[config.mk]
export PLATFORM = sky130hd
export DESIGN_NAME = refcmp_timer
export DESIGN_NICKNAME = d
export VERILOG_FILES = /design/src/rtl/refcmp_pkg.sv /design/src/rtl/refcmp_prescaler.sv /design/src/rtl/refcmp_counter.sv /design/src/rtl/refcmp_regs.sv /design/src/rtl/refcmp_timer.sv
export SDC_FILE = /design/constraint.sdc
export NUM_CORES = 1
export LEC_CHECK = 0
export ABC_AREA = 1
export BUFFER_PORTS_ARGS = -buffer_cell sky130_fd_sc_hd__buf_2
export CORE_MARGIN = 1
export CORE_UTILIZATION = 45
export CTS_CLUSTER_DIAMETER = 50
export CTS_CLUSTER_SIZE = 14
export DETAILED_ROUTE_END_ITERATION = 7
export PLACE_DENSITY = 0.65
export SYNTH_ARGS = -nofsm -noshare
export SYNTH_HDL_FRONTEND = slang
export SYNTH_HIERARCHICAL = 1
export SYNTH_SLANG_ARGS = --single-unit
[constraint.sdc]
create_clock -name clk -period 2.3 [get_ports clk]
set_clock_uncertainty 0.15 [all_clocks]
set_input_delay 0.46 -clock clk [delete_from_list [all_inputs] [get_ports clk]]
set_output_delay 0.46 -clock clk [all_outputs]
set_load 0.01 [all_outputs]
[src/rtl/refcmp_pkg.sv]
package refcmp_pkg;
  // register byte offsets
  localparam int OFF_MODE = 'h00;
  localparam int OFF_REF  = 'h04;
  localparam int OFF_CAP  = 'h08;
  localparam int OFF_CNT  = 'h0C;
  localparam int OFF_EVT  = 'h11;

  // mode field positions
  localparam int MB_EN      = 0;
  localparam int MB_SRC     = 1;
  localparam int MB_RESTART = 3;
  localparam int MB_IE      = 4;
  localparam int MB_PS      = 8;

  // event bits
  localparam int EV_CAP = 0;
  localparam int EV_REF = 1;

  typedef enum logic [1:0] {
    SRC_NONE  = 2'd0,
    SRC_SYS   = 2'd1,
    SRC_SYS16 = 2'd2,
    SRC_RSVD  = 2'd3
  } clk_src_e;
endpackage

[src/rtl/refcmp_prescaler.sv]
module refcmp_prescaler #(
  parameter int PRESC_W = 8,
  parameter int SRC_DIV = 16
) (
  input  logic               clk,
  input  logic               rst,
  input  logic               run,
  input  logic               div_sel,
  input  logic [PRESC_W-1:0] presc_max,
  input  logic               reload,
  output logic               tick
);
  localparam int PD_W = (SRC_DIV > 1) ? $clog2(SRC_DIV) : 1;
  localparam logic [PD_W-1:0] PD_LAST = PD_W'(SRC_DIV - 1);

  logic [PD_W-1:0]    prediv_q;
  logic [PRESC_W-1:0] presc_q;
  logic               base_tick;

  // the fixed divider produces one base tick per SRC_DIV clocks when selected
  assign base_tick = !div_sel || (prediv_q == PD_LAST);
  assign tick      = run && base_tick && (presc_q == presc_max);

  always_ff @(posedge clk) begin
    if (rst || reload || !run) begin
      prediv_q <= '0;
      presc_q  <= '0;
    end else begin
      if (div_sel) begin
        prediv_q <= (prediv_q == PD_LAST) ? '0 : prediv_q + 1'b1;
      end
      if (base_tick) begin
        presc_q <= (presc_q == presc_max) ? '0 : presc_q + 1'b1;
      end
    end
  end
endmodule

[src/rtl/refcmp_counter.sv]
module refcmp_counter #(
  parameter int DATA_W = 16
) (
  input  logic              clk,
  input  logic              rst,
  input  logic              reload,
  input  logic              preset,
  input  logic [DATA_W-1:0] preset_val,
  input  logic              tick,
  input  logic [DATA_W-1:0] ref_val,
  output logic [DATA_W-1:0] cnt_q,
  output logic              hit
);
  assign hit = tick && (cnt_q == ref_val);

  always_ff @(posedge clk) begin
    if (rst || reload) begin
      cnt_q <= '0;
    end else if (preset) begin
      cnt_q <= preset_val;
    end else if (tick) begin
      cnt_q <= hit ? '0 : cnt_q + 1'b1;
    end
  end
endmodule

[src/rtl/refcmp_regs.sv]
module refcmp_regs
  import refcmp_pkg::*;
#(
  parameter int DATA_W  = 16,
  parameter int ADDR_W  = 5,
  parameter int PRESC_W = 8
) (
  input  logic               clk,
  input  logic               rst,
  input  logic               wr_en,
  input  logic               rd_en,
  input  logic [ADDR_W-1:0]  addr,
  input  logic [DATA_W-1:0]  wdata,
  input  logic               ref_hit,
  input  logic [DATA_W-1:0]  cnt_val,
  output logic [DATA_W-1:0]  mode_q,
  output logic [DATA_W-1:0]  ref_q,
  output logic [1:0]         evt_q,
  output logic               cnt_ld,
  output logic               reload,
  output logic               run,
  output logic               div_sel,
  output logic [PRESC_W-1:0] presc_max,
  output logic [DATA_W-1:0]  rdata,
  output logic               irq
);
  logic [DATA_W-1:0] cap_q;
  logic [DATA_W-1:0] mode_d, ref_d;
  logic [1:0]        evt_d, evt_clr;
  logic              wr_mode, wr_ref, wr_cap, wr_evt;
  clk_src_e          src;

  assign wr_mode = wr_en && (addr == ADDR_W'(OFF_MODE));
  assign wr_ref  = wr_en && (addr == ADDR_W'(OFF_REF));
  assign wr_cap  = wr_en && (addr == ADDR_W'(OFF_CAP));
  assign cnt_ld  = wr_en && (addr == ADDR_W'(OFF_CNT));
  assign wr_evt  = wr_en && (addr == ADDR_W'(OFF_EVT));
  assign reload  = wr_mode || wr_ref;

  assign src       = clk_src_e'(mode_q[MB_SRC +: 2]);
  assign run       = mode_q[MB_EN] && mode_q[MB_RESTART] &&
                     ((src == SRC_SYS) || (src == SRC_SYS16));
  assign div_sel   = (src == SRC_SYS16);
  assign presc_max = mode_q[MB_PS +: PRESC_W];

  always_comb begin
    mode_d = mode_q;
    ref_d  = ref_q;
    if (wr_mode) begin
      // a falling enable wipes the old settings before the new value lands
      if (mode_q[MB_EN] && !wdata[MB_EN]) ref_d = '0;
      mode_d = wdata;
    end
    if (wr_ref) ref_d = wdata;
    evt_clr = wr_evt ? wdata[1:0] : 2'b00;
    evt_d   = evt_q & ~evt_clr;
    if (ref_hit) evt_d[EV_REF] = 1'b1;
  end

  always_ff @(posedge clk) begin
    if (rst) begin
      mode_q <= '0;
      ref_q  <= '0;
      cap_q  <= '0;
      evt_q  <= '0;
      irq    <= 1'b0;
    end else begin
      mode_q <= mode_d;
      ref_q  <= ref_d;
      evt_q  <= evt_d;
      irq    <= mode_d[MB_IE] && evt_d[EV_REF];
      if (wr_cap) cap_q <= wdata;
    end
  end

  always_ff @(posedge clk) begin
    if (rst) begin
      rdata <= '0;
    end else if (rd_en) begin
      case (addr)
        ADDR_W'(OFF_MODE): rdata <= mode_q;
        ADDR_W'(OFF_REF):  rdata <= ref_q;
        ADDR_W'(OFF_CAP):  rdata <= cap_q;
        ADDR_W'(OFF_CNT):  rdata <= cnt_val;
        ADDR_W'(OFF_EVT):  rdata <= DATA_W'(evt_q);
        default:           rdata <= '0;
      endcase
    end
  end
endmodule

[src/rtl/refcmp_timer.sv]
module refcmp_timer #(
  parameter int DATA_W  = 16,
  parameter int ADDR_W  = 5,
  parameter int PRESC_W = 8,
  parameter int SRC_DIV = 16
) (
  input  logic              clk,
  input  logic              rst,
  input  logic              wr_en,
  input  logic              rd_en,
  input  logic [ADDR_W-1:0] addr,
  input  logic [DATA_W-1:0] wdata,
  output logic [DATA_W-1:0] rdata,
  output logic              irq
);
  logic [DATA_W-1:0]  mode_q, ref_q, cnt_q;
  logic [1:0]         evt_q;
  logic               cnt_ld, reload, run, div_sel, tick, hit;
  logic [PRESC_W-1:0] presc_max;

  refcmp_regs #(
    .DATA_W(DATA_W), .ADDR_W(ADDR_W), .PRESC_W(PRESC_W)
  ) u_regs (
    .clk(clk), .rst(rst), .wr_en(wr_en), .rd_en(rd_en), .addr(addr),
    .wdata(wdata), .ref_hit(hit), .cnt_val(cnt_q), .mode_q(mode_q),
    .ref_q(ref_q), .evt_q(evt_q), .cnt_ld(cnt_ld), .reload(reload),
    .run(run), .div_sel(div_sel), .presc_max(presc_max), .rdata(rdata),
    .irq(irq)
  );

  refcmp_prescaler #(
    .PRESC_W(PRESC_W), .SRC_DIV(SRC_DIV)
  ) u_presc (
    .clk(clk), .rst(rst), .run(run), .div_sel(div_sel),
    .presc_max(presc_max), .reload(reload), .tick(tick)
  );

  refcmp_counter #(
    .DATA_W(DATA_W)
  ) u_cnt (
    .clk(clk), .rst(rst), .reload(reload), .preset(cnt_ld),
    .preset_val(wdata), .tick(tick), .ref_val(ref_q), .cnt_q(cnt_q),
    .hit(hit)
  );
endmodule

==> results.txt, run 1 <==
The flow ran to the end, and the final reports show no timing, DRC or antenna violations. Walking the worst path, the cells encountered are inv_1 -> ha_1 -> nand2_4 -> nand3_2 -> nor3b_4 -> nand2_1 -> nor3_2 -> nand3_2 -> buf_4 -> inv_1 -> a21oi_1 -> nor2_1. The routability congestion estimate was 0.906. Yosys printed 6 warnings. The clock passes through at most 2 buffers. For the number of core rows, the log shows 39. The finished layout holds 979 standard cells, fillers aside. Following the worst setup path forward leads to its endpoint at u_regs/irq. Counting flops and latches in the post-synthesis netlist gives 95. The fraction of post-synthesis cell area in the top cell type by area is 0.351, and the number of antenna-violating nets in the routed design is 0.

The mean number of vias per cell is 5.68. For the detailed-placement wirelength estimate, the log shows 11.7 mm. The leading cell type by number of instances after synthesis is nand2_1.

The via total after detailed routing was 5559. The met2 global-route usage is 0.427. For this design the ratio of total power to cell area is 577 nW/µm². The met1 usage in global routing came out at 0.357.

Tracing the worst setup path back leads to its startpoint at u_regs/mode_q[1]. Counting every sink on the clock net gives 95. The logs give 0 for the final max-slew violation count and 9 for the number of buffers created by CTS. Data arrival time of the critical path: 2.29 ns. The core region is 11600 µm².

VDD sags by at most 0.421 mV. Port buffering added 41 buffers. The critical path runs through a total of 12 cells.

Once placement completed, the tool counted placed cells totaling 962. Averaged over all synthesized cells, the footprint is 6.72 µm². After filler insertion, the fill cell instance count of the layout stands at 1170. By count the netlist is led by 198 x nand2_1, 104 x nor2_1, 95 x dfxtp_1.

For this run, design rule violations remaining after detail routing come to 0. In the final timing run, aggregate negative setup slack is 0 ns. In this run the cell area of the synthesized design comes to 5410 µm². When the netlist entered floorplanning its net count stood at 835. Setup repair after global routing left no endpoint under its margin.

Based on the critical path, the design can be clocked at up to 466 MHz. Of all nets on the critical path, the largest fanout is 9. The clock transition time at the flip-flop clock pins of the worst setup and hold paths came out at 0.07 ns. In this run the static leakage power is 2.51 nW.

STA puts the critical path data required time at 2.44 ns. In this run, distinct cell masters in the synthesized netlist total 37. The most frequently used flop master after synthesis is dfxtp_1.

Critical path start-end classification: reg2reg. The tools report the first-pass GRT wire length as 26.2 mm. STA classifies the critical path endpoint as a flip-flop.

For the post-detailed-routing wire length, the log shows 16.1 mm. Type of the most critical hold path: in2reg. Entering global routing, the biggest net connects 46 pins.

The synthesized instance count is 806. At the later pin of the worst-skew pair, clock insertion delay measures 0.36 ns. Broken down by cell family, the worst path's largest delay share belongs to simple AND/OR/NAND/NOR gates. After the first detailed-routing iteration, the DRC count stood at 414. The routed wire length per instance is 16.5 µm, and the global route total overflow is 0.

TritonCTS built the clock tree. The die boundary width works out to 112 µm. Counting flops with a built-in enable in the synthesized netlist gives 0.

By area the synthesized netlist is led by dfxtp_1 35%, nand2_1 14%, nand4_1 7.6%. After global routing, the most crowded layer is met2. The H-tree was split into 3 levels. The tools report the type of origin of the critical path as a flip-flop. Master of the slowest instance on the critical path: nor3b_4. Across all hold checks on the routed design, the worst slack comes to 0.255 ns.

The number of failing hold endpoints at the final stage is 0, and the met3 usage is 0.0528. Max-cap violations in this run came to 0. Counting I/O delays and the setup requirement, the final critical path takes 2.15 ns.

On the worst path, the slowest cell contributes a delay of 0.37 ns. The run gives 0.266 as the total global routing track utilization. In the final design database the tool counted 861 nets. The tools report the capturing point of the worst reg2reg path as u_regs/irq.

The tree is rooted in a clkbuf_16. The setup check on the worst reg-to-reg path leaves a slack of 0.15 ns. The ratio of final minimum period to clock period was 0.933.

For the number of global-route vias before repair, the log shows 5153. The pre-antenna-repair detailed-routing pass consisted of 6 iterations. The share of synthesized area occupied by flip-flops and latches is 0.351, and the sum of buffers and inverters on the critical path is 3.

The startpoint identified for the worst register-to-register timing path is u_regs/mode_q[1]. Measured along the y axis, the die boundary spans 112 µm. The initial antenna violation count came out at 1.

The worst slew margin relative to its limit was 0.398; the fraction of final layout cells sized beyond drive strength 1 was 0.152. 42 I/O pins were placed. Relative to the synthesized area, the layout overhead comes to 12.3%. Setup violations remaining at the end of the flow were counted as 0.

At the pin with the least slew margin, the transition time is 0.902 ns. The starting density of the core was 0.468. The logic depth of the worst register-to-register path was 12; the post-route core utilization was 0.525.

The tools report the worst path setup slack after routing as 0.154 ns. Before CTS, the worst setup slack after placement is -0.106 ns. The die covers 12500 µm². For the number of antenna diodes, the log shows 0.

Async set or reset register ratio after synthesis: 0. The leading area contributor after synthesis is dfxtp_1.
metal layers:
| metal | wire (µm) | up-vias | share of wire |
|---|---|---|---|
| li1 | - | 2730 | - |
| met1 | 7550 | 2623 | 0.47 |
| met2 | 7400 | 187 | 0.46 |
| met3 | 989 | 19 | 0.061 |
| met4 | 197 | 0 | 0.012 |
| met5 | 0 | - | 0 |
final cells by class:
type	count	area, µm²	share of cell area
Tap cell	143	179	0.0294
Clock buffer	13	270	0.0445
Timing Repair Buffer	68	415	0.0684
Multi-Input combinational cell	590	3010	0.495
Sequential cell	95	1910	0.314
Clock inverter	2	38.8	0.00638
Inverter	68	255	0.0420
sequential cells by signal, summed over array words and instances, names as in the netlist:
signal / count
u_regs/ref_q: 16
u_presc/prediv_q: 4
u_cnt/cnt_q: 16
u_regs/evt_q: 2
u_presc/presc_q: 8
u_regs/cap_q: 16
u_regs/mode_q: 16
u_regs/irq: 1
u_regs/rdata: 16
cells in the final DEF, fill, tap and decap left out, types with 2 or more instances in the layout:
master       n
dfxtp_1     88
nand2_1    197
o21ai_0     41
buf_2       41
nor3_1      18
buf_6        2
nor2_2       5
nand3_2      6
nand4_1     66
nand2_2      2
clkbuf_8     3
dfxtp_2      7
a21oi_1     57
nor2_1     101
nand3_1     20
o21ai_1     17
ha_1         3
buf_4       25
nor2_4       7
inv_1       60
xor2_1      15
nand3b_1     4
clkbuf_16    9
a22oi_1     16
inv_2        7
a211oi_1     2
where the power goes:
| part | switching (W) | internal, W | total (W) |
|---|---|---|---|
| Combinational | 0.000187 | 0.0000669 | 0.000254 |
| Sequential | 0.0000122 | 0.00166 | 0.00167 |
| Clock | 0.000653 | 0.000929 | 0.00158 |
worst min path at each step:
stage | from | to | slack, ns | depth (start not counted)
after floorplan | u_regs/evt_q[0] | u_regs/evt_q[0] | 0.27 | 2
after global placement | u_regs/evt_q[0] | u_regs/evt_q[0] | 0.28 | 2
after detailed placement | u_regs/evt_q[0] | u_regs/evt_q[0] | 0.30 | 2
after CTS | wdata[7] | u_regs/ref_q[7] | 0.24 | 3
after global routing | wdata[0] | u_regs/evt_q[0] | 0.26 | 2
final | wdata[0] | u_regs/evt_q[0] | 0.25 | 2
worst register-to-register path: cells and delay by family, from the launching register on:
family | cells | cell delay, ns
buffers and inverters | 3 | 0.32
AOI/OAI and AO/OA | 1 | 0.05
and+or+nand+nor | 7 | 1.01
adders and majority gates | 1 | 0.24
DFF | 1 | 0.31
cells by family after synthesis:
family          after synthesis  share of synthesized area
compound gates              136                      0.139
xor+xnor                     15                     0.0243
fa+ha+maj                     4                    0.00925
buf+inv                     121                      0.101
flops                        95                      0.351
simple gates                435                      0.374
per-stage QoR:
step	total power, W	area, µm²
2_1_floorplan	0.00185	5420
3_3_place_gp	0.00195	5700
3_5_place_dp	0.00195	5700
4_1_cts	0.00353	6030
5_1_grt	0.00362	6080
6_report	0.00351	6080
what timing repair did:
action | in CTS | in global routing
pin swaps | 1 | 3
endpoints found under the setup margin | 18 | 15
setup buffers | 2 | 0
hold buffers | 0 | 0
gates resized for setup | 1 | 15
Note: power is estimated with default switching activity, not from simulation.
==> inputs of run 2 (changes only) <==
--- a/config.mk
+++ b/config.mk
@@ -5,7 +5,6 @@
 export SDC_FILE = /design/constraint.sdc
 export NUM_CORES = 1
 export LEC_CHECK = 0
-export ABC_AREA = 1
 export BUFFER_PORTS_ARGS = -buffer_cell sky130_fd_sc_hd__buf_2
 export CORE_MARGIN = 1
 export CORE_UTILIZATION = 45
==> results.txt, run 2 <==
The flow ran to the end, but the final reports show violations. The final reports fail on setup timing. The net total in the final layout came out at 593 (-31%). The leading cell type in the layout, fill and taps excluded is dfxtp_1. For the clock sink count, the log shows 95 (unchanged). The total global routing track utilization is 0.247 (-0.0193), and the clock transition time at the flip-flop clock pins of the worst setup and hold paths is 0.10 ns (+0.03 ns).

The share of the synthesized area in compound gates (AO/OA/AOI/OAI) works out to 0.221 (+0.0819). The type of the most critical hold path is in2reg. The insertion delay of the later-clocked pin in the worst-skew pair was 0.37 ns (about the same); the post-synthesis instance area was 4880 µm² (-9.9%). Of all cell types, the one taking the most synthesized area is dfxtp_1.

Mean number of vias per cell: 5.88 (+3.6%). For the maximum root-to-sink buffer count, the log shows 2 (unchanged). The maximum number of pins on one net before global-route repair was 34 (-26%).

The vertical die dimension works out to 106 µm (-5.0%). The run gives 0 (unchanged) as the number of failing hold endpoints at the final stage. The register bit total from synthesis came out at 95 (unchanged). The ratio of final minimum period to clock period is 1.01 (+0.0806), and the total setup violations reported at the end of the flow is 15 (+15). The final sum of negative setup slack came out at -0.233 ns (-0.233 ns). The number of core rows was 37 (-5.1%); the number of buffers created by CTS was 9 (unchanged).

For the final max-slew violation count, the log shows 0 (unchanged). The post-placement cell count was 685 (-29%); the initial antenna violation count was 0 (-1). The logs give 10400 µm² (-9.9%) for the standard cell core area and 502 (-38%) for the synthesized instance count.

For the via total after detailed routing, the log shows 4147 (-25%). The first-pass GRT wire length came out at 21.3 mm (-19%). The run gives 0.468 (about the same) as the starting density of the core. The synthesized area per cell works out to 9.72 µm² (+45%). By count the netlist is led by 95 x dfxtp_1, 51 x a21oi_1, 39 x nand3_1. The tightest hold margin was 0.227 ns (-0.0281 ns). The worst path setup slack after routing is -0.0318 ns (-0.185 ns). Setup repair after global routing could not meet its margin everywhere. Net count after synthesis: 531 (-36%). The die boundary width works out to 106 µm (-5.0%).

The async set or reset register ratio after synthesis is 0 (unchanged), and the iteration-0 DRC count of the detailed router is 326 (-21%). Global route total overflow: 0 (unchanged). In the post-synthesis netlist, the cell with the most instances is dfxtp_1.

The run gives 42 (unchanged) as the number of top-level pins. For the number of max-capacitance violations reported, the log shows 0 (unchanged). The tools report the count of yosys warnings during synthesis as 6 (unchanged). The minimum clock period is 2.33 ns (+0.185 ns), and the deepest level of the CTS H-tree is 3 (unchanged).

Combinational family with the most area after synthesis: compound AO/OA/AOI/OAI gates. The run gives 5440 µm² (-4.7%) as the instance area after placement. Detailed-placement wirelength estimate: 9.62 mm (-18%). In the post-synthesis netlist, the biggest area contributors are dfxtp_1 39%, mux4_2 6.5%, a21oi_1 5.2%. The share of synthesized area occupied by flip-flops and latches came out at 0.390 (+0.0385).

The maximum clock rate was 429 MHz (-8.0%); the total DRC errors in the routed layout was 0 (unchanged). Adder-cell share of the synthesized area: 0.0103 (+0.00101). The top cell types in the final layout, fill and taps aside, are 90 x dfxtp_1, 55 x buf_4, 51 x a21oi_1, 41 x buf_2, 39 x nand3_1. The post-route core utilization was 0.551 (+0.0257); the area growth from synthesis to final layout was 17.7%. The required time reported for the critical path endpoint is 2.40 ns (-0.04 ns). In this run the clock root is driven by a clkbuf_8. The fraction of post-synthesis cell area in the top cell type by area was 0.390 (+0.0385). The most frequently used flop master after synthesis was dfxtp_1. The tools report the number of detailed-routing iterations run before antenna repair as 5 (-1).

The run gives 62 (+68%) as the count of different cell masters after synthesis. Static leakage: 2.16 nW (-14%). The tools report the total die area as 11300 µm² (-9.7%). The fraction of the mapped netlist area in simple logic gates is 0.164 (-0.211). The fraction of final layout cells sized beyond drive strength 1 is 0.318 (+0.166). TritonCTS built the clock tree.

The number of buffers added on ports is 41 (unchanged). The maximum fanout along the worst path works out to 5 (-4). The post-detailed-routing wire length was 13.3 mm (-18%).

The pin slew with the least headroom to its limit was 1.07 ns (+0.171 ns); the routability congestion estimate was 0.873 (-3.7%). Critical path start-end classification: reg2reg. The tools report the peak supply drop as 0.273 mV (-35%).

Post-synthesis mux area share: 0.0772 (+0.0772). The run gives 0 (unchanged) as the number of antenna-violating nets in the routed design. The power density over the cells works out to 514 nW/µm² (-11%). The worst slew margin relative to its limit was 0.282 (-0.116). The routed wire length per instance is 18.9 µm (+15%), and the cell area after layout is 5740 µm² (-5.5%). The type of origin of the critical path is a flip-flop. The count of flip-flops with a built-in enable after synthesis was 0 (unchanged). Sort of element at the end of the critical path: a flip-flop.

The tools report the number of antenna diodes as 0 (unchanged). The data arrival time of the critical path came out at 2.43 ns (+0.14 ns). The xor-xnor portion of the synthesized cell area works out to 0.0808 (+0.0565). The number of global-route vias before repair is 4012 (-22%). For the final standard cell count with taps included and fillers excluded, the log shows 705 (-28%).
## run 2: cell count changes in the layout (fill, tap and decap cells not counted), moves of 16 or more
cell     change
nand3_1     +19
nand2_1    -182
nor2_1      -80
xnor2_1     +22
nor3b_1     +16
nor3_1      -16
a22oi_1     -16
nand4_1     -62
buf_4       +30
inv_1       -55
## run 2: final cells by class
type	count	area, µm²
Timing Repair Buffer	100	672
Inverter	5	18.8
Fill cell	965	4680
Tap cell	136	170
Sequential cell	95	1910
Clock buffer	10	138
Multi-Input combinational cell	353	2780
Clock inverter	6	50.0
## run 2: worst max-delay path, cell delays in order (launching register included)
cell and delay, ns:
dfxtp_2 0.34, xor2_2 0.18, nor4_4 0.34, and4_4 0.31
nand2_4 0.05, or2_4 0.24, o31ai_4 0.36, buf_6 0.18
o22ai_2 0.06
## run 2: cell families after synthesis
logic type,after synthesis
muxes,20
AOI/OAI and AO/OA,150
buffers and inverters,54
xor gates and xnor gates,45
adders and majority gates,4
DFF,95
and+or+nand+nor,134
## run 2: power breakdown
part	leakage, nW	total (W)	internal [W]	switching, W
registers	0.768	0.00166	0.00165	0.00000775
clock network	0.0903	0.00107	0.000439	0.000630
logic	1.30	0.000219	0.0000727	0.000146
total	2.16	0.00295	0.00216	0.000784
## run 2: path summary, 6_finish.rpt
path                endpoint               start  slack (ns)  cells past startpoint
max reg2reg   u_cnt/cnt_q[5]  u_presc/presc_q[3]       -0.03                      8
max           u_cnt/cnt_q[5]  u_presc/presc_q[3]       -0.03                      8
min          u_regs/ref_q[9]            wdata[9]        0.23                      2
min reg2reg  u_regs/evt_q[0]     u_regs/evt_q[0]        0.31                      1
## run 2: per-stage QoR
stage	total power (W)	setup WS, ns
after floorplan	0.00182	-0.0351
after global placement	0.00191	-0.0520
after detailed placement	0.00191	-0.0938
after CTS	0.00296	0.000647
after global routing	0.00306	-0.115
final	0.00295	-0.0318
## run 2: timing repair
action | 4_1_cts | 5_1_grt
cloned | 0 | 0
pin swaps | 0 | 6
setup buffers | 1 | 3
hold buffers | 0 | 0
setup endpoints to repair | 18 | 18
gates resized for setup | 3 | 15
## run 2: layer usage
metal / wire, µm / part of all wire / global-route usage
met5: 0 / 0 / 0
met4: 267 / 0.020 / 0.100
met3: 836 / 0.063 / 0.0558
met2: 6110 / 0.46 / 0.370
met1: 6090 / 0.46 / 0.343
